**src/rtl/dpot_ctl_pkg.sv**
```systemverilog
package dpot_ctl_pkg;

    // Events decoded from the synchronized serial lines.
    typedef struct packed {
        logic load;   // select rose: preload stored settings
        logic shift;  // serial clock rose while selected
        logic latch;  // select fell: publish the frame
        logic data;   // synchronized serial data
    } serial_evt_t;

    // Lowest frame index of a pot field; higher pot numbers sit nearer bit 0.
    function automatic int field_base(input int pot, input int num_pots, input int wiper_w);
        return 1 + (num_pots - 1 - pot) * wiper_w;
    endfunction

endpackage

```
**src/rtl/dpot_in_sync.sv**
```systemverilog
module dpot_in_sync #(
    parameter int STAGES = 2,
    parameter int WIDTH  = 3
) (
    input  logic             clk,
    input  logic             rst_n,
    input  logic [WIDTH-1:0] async_i,
    output logic [WIDTH-1:0] sync_o,
    output logic [WIDTH-1:0] prev_o
);

    typedef struct packed {
        logic [STAGES-1:0][WIDTH-1:0] chain;
        logic [WIDTH-1:0]             prev;
    } sync_state_t;

    sync_state_t st_d, st_q;

    always_comb begin
        st_d          = st_q;
        st_d.chain[0] = async_i;
        for (int s = 1; s < STAGES; s++) begin
            st_d.chain[s] = st_q.chain[s-1];
        end
        st_d.prev = st_q.chain[STAGES-1];
    end

    always_ff @(posedge clk or negedge rst_n) begin
        if (!rst_n) begin
            st_q <= '0;
        end else begin
            st_q <= st_d;
        end
    end

    assign sync_o = st_q.chain[STAGES-1];
    assign prev_o = st_q.prev;

endmodule

```
**src/rtl/dpot_evt_decode.sv**
```systemverilog
module dpot_evt_decode
    import dpot_ctl_pkg::*;
(
    input  logic        sel_s,
    input  logic        sel_p,
    input  logic        sck_s,
    input  logic        sck_p,
    input  logic        dat_s,
    output serial_evt_t evt_o
);

    always_comb begin
        evt_o.load  = sel_s & ~sel_p;
        evt_o.latch = ~sel_s & sel_p;
        evt_o.shift = sel_s & sel_p & sck_s & ~sck_p;
        evt_o.data  = dat_s;
    end

endmodule

```
**src/rtl/dpot_frame_sr.sv**
```systemverilog
module dpot_frame_sr
    import dpot_ctl_pkg::*;
#(
    parameter int WIPER_W  = 8,
    parameter int NUM_POTS = 2,
    localparam int FRAME_W = 1 + NUM_POTS * WIPER_W,
    localparam int CODES_W = NUM_POTS * WIPER_W
) (
    input  logic               clk,
    input  logic               rst_n,
    input  serial_evt_t        evt_i,
    input  logic [CODES_W-1:0] wiper_i,
    input  logic               stack_i,
    output logic [FRAME_W-1:0] frame_o,
    output logic               cascade_o
);

    typedef struct packed {
        logic [FRAME_W-1:0] bits;
    } sr_state_t;

    sr_state_t          sr_d, sr_q;
    logic [FRAME_W-1:0] preload;

    assign preload[0] = stack_i;

    for (genvar p = 0; p < NUM_POTS; p++) begin : g_pack_pot
        localparam int BASE = field_base(p, NUM_POTS, WIPER_W);
        for (genvar i = 0; i < WIPER_W; i++) begin : g_pack_bit
            assign preload[BASE + i] = wiper_i[p*WIPER_W + WIPER_W - 1 - i];
        end
    end

    always_comb begin
        sr_d = sr_q;
        if (evt_i.load) begin
            sr_d.bits = preload;
        end else if (evt_i.shift) begin
            sr_d.bits = {evt_i.data, sr_q.bits[FRAME_W-1:1]};
        end
    end

    always_ff @(posedge clk or negedge rst_n) begin
        if (!rst_n) begin
            sr_q <= '0;
        end else begin
            sr_q <= sr_d;
        end
    end

    assign frame_o   = sr_q.bits;
    assign cascade_o = sr_q.bits[0];

endmodule

```
**src/rtl/dpot_wiper_regs.sv**
```systemverilog
module dpot_wiper_regs
    import dpot_ctl_pkg::*;
#(
    parameter int WIPER_W  = 8,
    parameter int NUM_POTS = 2,
    localparam int FRAME_W = 1 + NUM_POTS * WIPER_W,
    localparam int CODES_W = NUM_POTS * WIPER_W
) (
    input  logic               clk,
    input  logic               rst_n,
    input  logic               latch_i,
    input  logic [FRAME_W-1:0] frame_i,
    output logic [CODES_W-1:0] wiper_o,
    output logic               stack_o
);

    typedef struct packed {
        logic [CODES_W-1:0] codes;
        logic               stack;
    } wiper_state_t;

    wiper_state_t       ws_d, ws_q;
    logic [CODES_W-1:0] unpacked;

    for (genvar p = 0; p < NUM_POTS; p++) begin : g_unpack_pot
        localparam int BASE = field_base(p, NUM_POTS, WIPER_W);
        for (genvar i = 0; i < WIPER_W; i++) begin : g_unpack_bit
            assign unpacked[p*WIPER_W + WIPER_W - 1 - i] = frame_i[BASE + i];
        end
    end

    always_comb begin
        ws_d = ws_q;
        if (latch_i) begin
            ws_d.codes = unpacked;
            ws_d.stack = frame_i[0];
        end
    end

    always_ff @(posedge clk or negedge rst_n) begin
        if (!rst_n) begin
            ws_q <= '0;
        end else begin
            ws_q <= ws_d;
        end
    end

    assign wiper_o = ws_q.codes;
    assign stack_o = ws_q.stack;

endmodule

```
**src/rtl/dpot_serial_ctl.sv**
```systemverilog
module dpot_serial_ctl
    import dpot_ctl_pkg::*;
#(
    parameter int WIPER_W     = 8,
    parameter int NUM_POTS    = 2,
    parameter int SYNC_STAGES = 2,
    localparam int FRAME_W    = 1 + NUM_POTS * WIPER_W,
    localparam int CODES_W    = NUM_POTS * WIPER_W
) (
    input  logic               clk,
    input  logic               rst_n,
    input  logic               sel_i,
    input  logic               sclk_i,
    input  logic               sdata_i,
    output logic [CODES_W-1:0] wiper_o,
    output logic               stack_o,
    output logic               cascade_o
);

    logic [2:0]         line_s;
    logic [2:0]         line_p;
    logic               unused_data_prev;
    serial_evt_t        evt;
    logic               ev_load, ev_shift, ev_latch, ev_data;
    logic [FRAME_W-1:0] frame;

    dpot_in_sync #(
        .STAGES (SYNC_STAGES),
        .WIDTH  (3)
    ) u_sync (
        .clk     (clk),
        .rst_n   (rst_n),
        .async_i ({sdata_i, sclk_i, sel_i}),
        .sync_o  (line_s),
        .prev_o  (line_p)
    );

    assign unused_data_prev = line_p[2];

    dpot_evt_decode u_decode (
        .sel_s (line_s[0]),
        .sel_p (line_p[0]),
        .sck_s (line_s[1]),
        .sck_p (line_p[1]),
        .dat_s (line_s[2]),
        .evt_o (evt)
    );

    assign ev_load  = evt.load;
    assign ev_shift = evt.shift;
    assign ev_latch = evt.latch;
    assign ev_data  = evt.data;

    dpot_frame_sr #(
        .WIPER_W  (WIPER_W),
        .NUM_POTS (NUM_POTS)
    ) u_frame (
        .clk       (clk),
        .rst_n     (rst_n),
        .evt_i     (evt),
        .wiper_i   (wiper_o),
        .stack_i   (stack_o),
        .frame_o   (frame),
        .cascade_o (cascade_o)
    );

    dpot_wiper_regs #(
        .WIPER_W  (WIPER_W),
        .NUM_POTS (NUM_POTS)
    ) u_wipers (
        .clk     (clk),
        .rst_n   (rst_n),
        .latch_i (evt.latch),
        .frame_i (frame),
        .wiper_o (wiper_o),
        .stack_o (stack_o)
    );

endmodule

```
**config.mk**
```make
export PLATFORM = sky130hd
export DESIGN_NAME = dpot_serial_ctl
export DESIGN_NICKNAME = d
export VERILOG_FILES = /design/src/rtl/dpot_ctl_pkg.sv /design/src/rtl/dpot_in_sync.sv /design/src/rtl/dpot_evt_decode.sv /design/src/rtl/dpot_frame_sr.sv /design/src/rtl/dpot_wiper_regs.sv /design/src/rtl/dpot_serial_ctl.sv
export SDC_FILE = /design/constraint.sdc
export NUM_CORES = 1
export LEC_CHECK = 0
export BUFFER_PORTS_ARGS = -buffer_cell sky130_fd_sc_hd__buf_2
export CAP_MARGIN = 20
export CORE_ASPECT_RATIO = 0.6
export CORE_UTILIZATION = 45
export DETAILED_ROUTE_END_ITERATION = 10
export PLACE_DENSITY = 0.72
export SLEW_MARGIN = 20
export SYNTH_ARGS = -nofsm -noshare
export SYNTH_HDL_FRONTEND = slang
export SYNTH_SLANG_ARGS = --single-unit
```
**constraint.sdc**
```tcl
create_clock -name clk -period 1.8 [get_ports clk]
set_clock_uncertainty 0.2 [all_clocks]
set_input_delay 0.36 -clock clk [delete_from_list [all_inputs] [get_ports clk]]
set_output_delay 0.36 -clock clk [all_outputs]
set_load 0.03 [all_outputs]
```
==> metrics.yaml <==
synthesis:
  synth_compound_area_share_pct: 1.22
  synth_largest_area_cell: "dfrtp_1"
  ys_types: 14
  ys.warnings.count: 0
  synthMuxAreaShare_pct: 34.0
  syn_area_um2: 1750
  ys_seq_area_share_pct: 60.1
  synth_top_family_by_area: "multiplexers"
  synthSimpleGateAreaFrac_pct: 1.93
  synth_cells: 105
  synth_area_leaders: "dfrtp_1 60%, mux2_2 23%, mux2_4 10%"
  synth.top_cell.area_share_pct: 60.1
  synth_nets: 110
  post_synth.cell_area_avg_um2: 16.7
  synth_fa_ha_area_share_pct: 0
  ys_ff_latch: 42
  synthXorXnorAreaFrac_pct: 0
place:
  gp_congestion: 0.770
  io_buffers: 22
  pre_cts_slack_ps: 150
  placed_cell_area_um2: 1940
  hpwl_um: 1970
clock_tree:
  numCtsBuffers: 5
  holdBufCountCts: 4
  htree_levels: 2
  cts_sinks: 42
  cts-root-buf: "clkbuf_8"
  clock_latency_ps: 280
  clk_path_buf_depth: 2
  cts_tree: "built"
  path_clk_slew_ps: 70
  post_cts_buffers: 0
  cts_resized: 0
power:
  finalPower_mw: 3.17
  cellPowerDensity_nw_per_um2: 1540
  p_leak_nw: 0.998
  peakVddDrop_mv: 0.750
routing:
  vias_per_cell: 5.01
  routed_wl_um: 2790
  drc: 0
  ant_nets: 0
  drtPass1Iterations: 4
  vias: 937
  wl_per_cell_um: 14.9
  drt_iter0_drc: 15
die:
  start_util_pct: 47.3
  fp.dieW_um: 82.5
  coreArea_um2: 3700
  rows: 17
  dieArea_um2: 4150
  ioPinCount: 23
  die_h_um: 50.3
timing:
  fin_ws_ps: 145
  min_period_ps: 1650
  slew_violations: 0
  setup_viol: 0
  relSlewSlack_pct: 65.9
  period_share_pct: 91.9
  rsz0062_at_grt: "no"
  worst_pin_slew_ps: 512
  timing.fmax_mhz: 604
  hold_viol_final: 0
  fin_setup_tns_ps: 0
global_routing:
  grt_pass1_wl_um: 4960
  track_usage_pct: 16.9
  grt_overflow: 0
  grt_max_degree: 24
  antenna_found_initial: 0
  first_global_vias: 991
critical_path:
  cp_cell_sequence: "nand2b_1 -> buf_4 -> mux2_2 -> mux2_2"
  criticalPathCategory: "reg -> reg"
  start_kind: "flop"
  critPathSlowestCell: "dfrtp_1"
  path_max_fanout: 11
  path_common_cell: "mux2_2"
  worstPathArrival_ps: 1630
  worstPathRequired_ps: 1770
  cp_num_buf_inv: 1
  critical-path-top-delay-family: "multiplexers"
  critPathMaxStageDelay_ps: 380
  crit_path_end_kind: "flop"
layout:
  fin_nets: 146
  design_area_um2: 2060
  diodes: 0
  area_delta_synth_final_pct: 18.0
  utilization_pct: 55.8
  final_layout_size_suffix_gt1_share_pct: 60.0
run:
  drv_cap: 0
hold_path:
  hold_path_class: "reg -> reg"
run_status:
  status: "finished, final reports clean"
## per-stage QoR
step                      hold slack, ps  instances
after floorplan                     -136        105
after global placement               133        177
after detailed placement             144        177
after CTS                            161        187
after global routing                 170        187
final                                157        187
## power by group
group	leakage (nW)	switching, mW	total (mW)	internal (mW)
combinational	0.444	0.536	1.10	0.561
sequential	0.511	0.233	1.50	1.26
clock	0.0431	0.282	0.577	0.295
total	0.998	1.05	3.17	2.12
## layout by cell type (no fill, tap or decap), types with 2 or more instances in the layout
cell	count
a21oi_1	2
buf_2	22
buf_4	7
clkbuf_8	6
dfrtp_1	42
dlygate4sd3_1	4
mux2_2	35
mux2_4	12
mux2i_1	2
nand2b_1	2
nor2_1	2
## final cells by class
type	count	area, um^2
Clock buffer	6	82.6
Timing Repair Buffer	34	223
Sequential cell	42	1050
Multi-Input combinational cell	58	649
Fill cell	309	1640
Tap cell	47	58.8
## metal layers
layer	global-route usage (%)	vias up	routed length (um)
li1	-	443	-
met1	23.4	473	1370
met2	24.8	18	1300
met3	5.45	3	103
met4	6.03	0	16
met5	0	-	0
## path summary, 6_finish.rpt
path | from | end | slack [ps] | depth (start not counted)
max | u_sync.prev_o[0] | u_frame.frame_o[2] | 150 | 4
min | u_sync.st_d[6] | u_sync.sync_o[0] | 160 | 0
max reg2reg | u_sync.prev_o[0] | u_frame.frame_o[2] | 150 | 4
min in group asynchronous | rst_n | u_frame.frame_o[6] | 380 | 2
max in group asynchronous | rst_n | u_wipers.wiper_o[2] | 440 | 3
min reg2reg | u_sync.st_d[6] | u_sync.sync_o[0] | 160 | 0
## Yosys cell counts
| master | number |
|---|---|
| mux2i_1 | 2 |
| a21boi_2 | 1 |
| buf_6 | 1 |
| a21oi_1 | 2 |
| nor2b_1 | 1 |
| buf_2 | 2 |
| nand3b_1 | 1 |
| mux2_2 | 35 |
| buf_4 | 1 |
| dfrtp_1 | 42 |
| buf_12 | 1 |
| nand2b_1 | 2 |
| mux2_4 | 12 |
| nor2_1 | 2 |
## registers in the layout (all words and copies together), names as in the netlist
register,cells
u_sync.sync_o,3
u_wipers.wiper_o,16
u_wipers.stack_o,1
u_sync.st_d,3
u_frame.frame_o,17
u_sync.prev_o,2
## logic make-up (layout without fill, tap and decap cells)
kind of cell	after synthesis	count (layout)
AO/OA/AOI/OAI	3	3
buffers and inverters	5	40
flip-flops	42	42
multiplexers	49	49
AND/OR/NAND/NOR	6	6
Note: power is estimated with default switching activity, not from simulation.
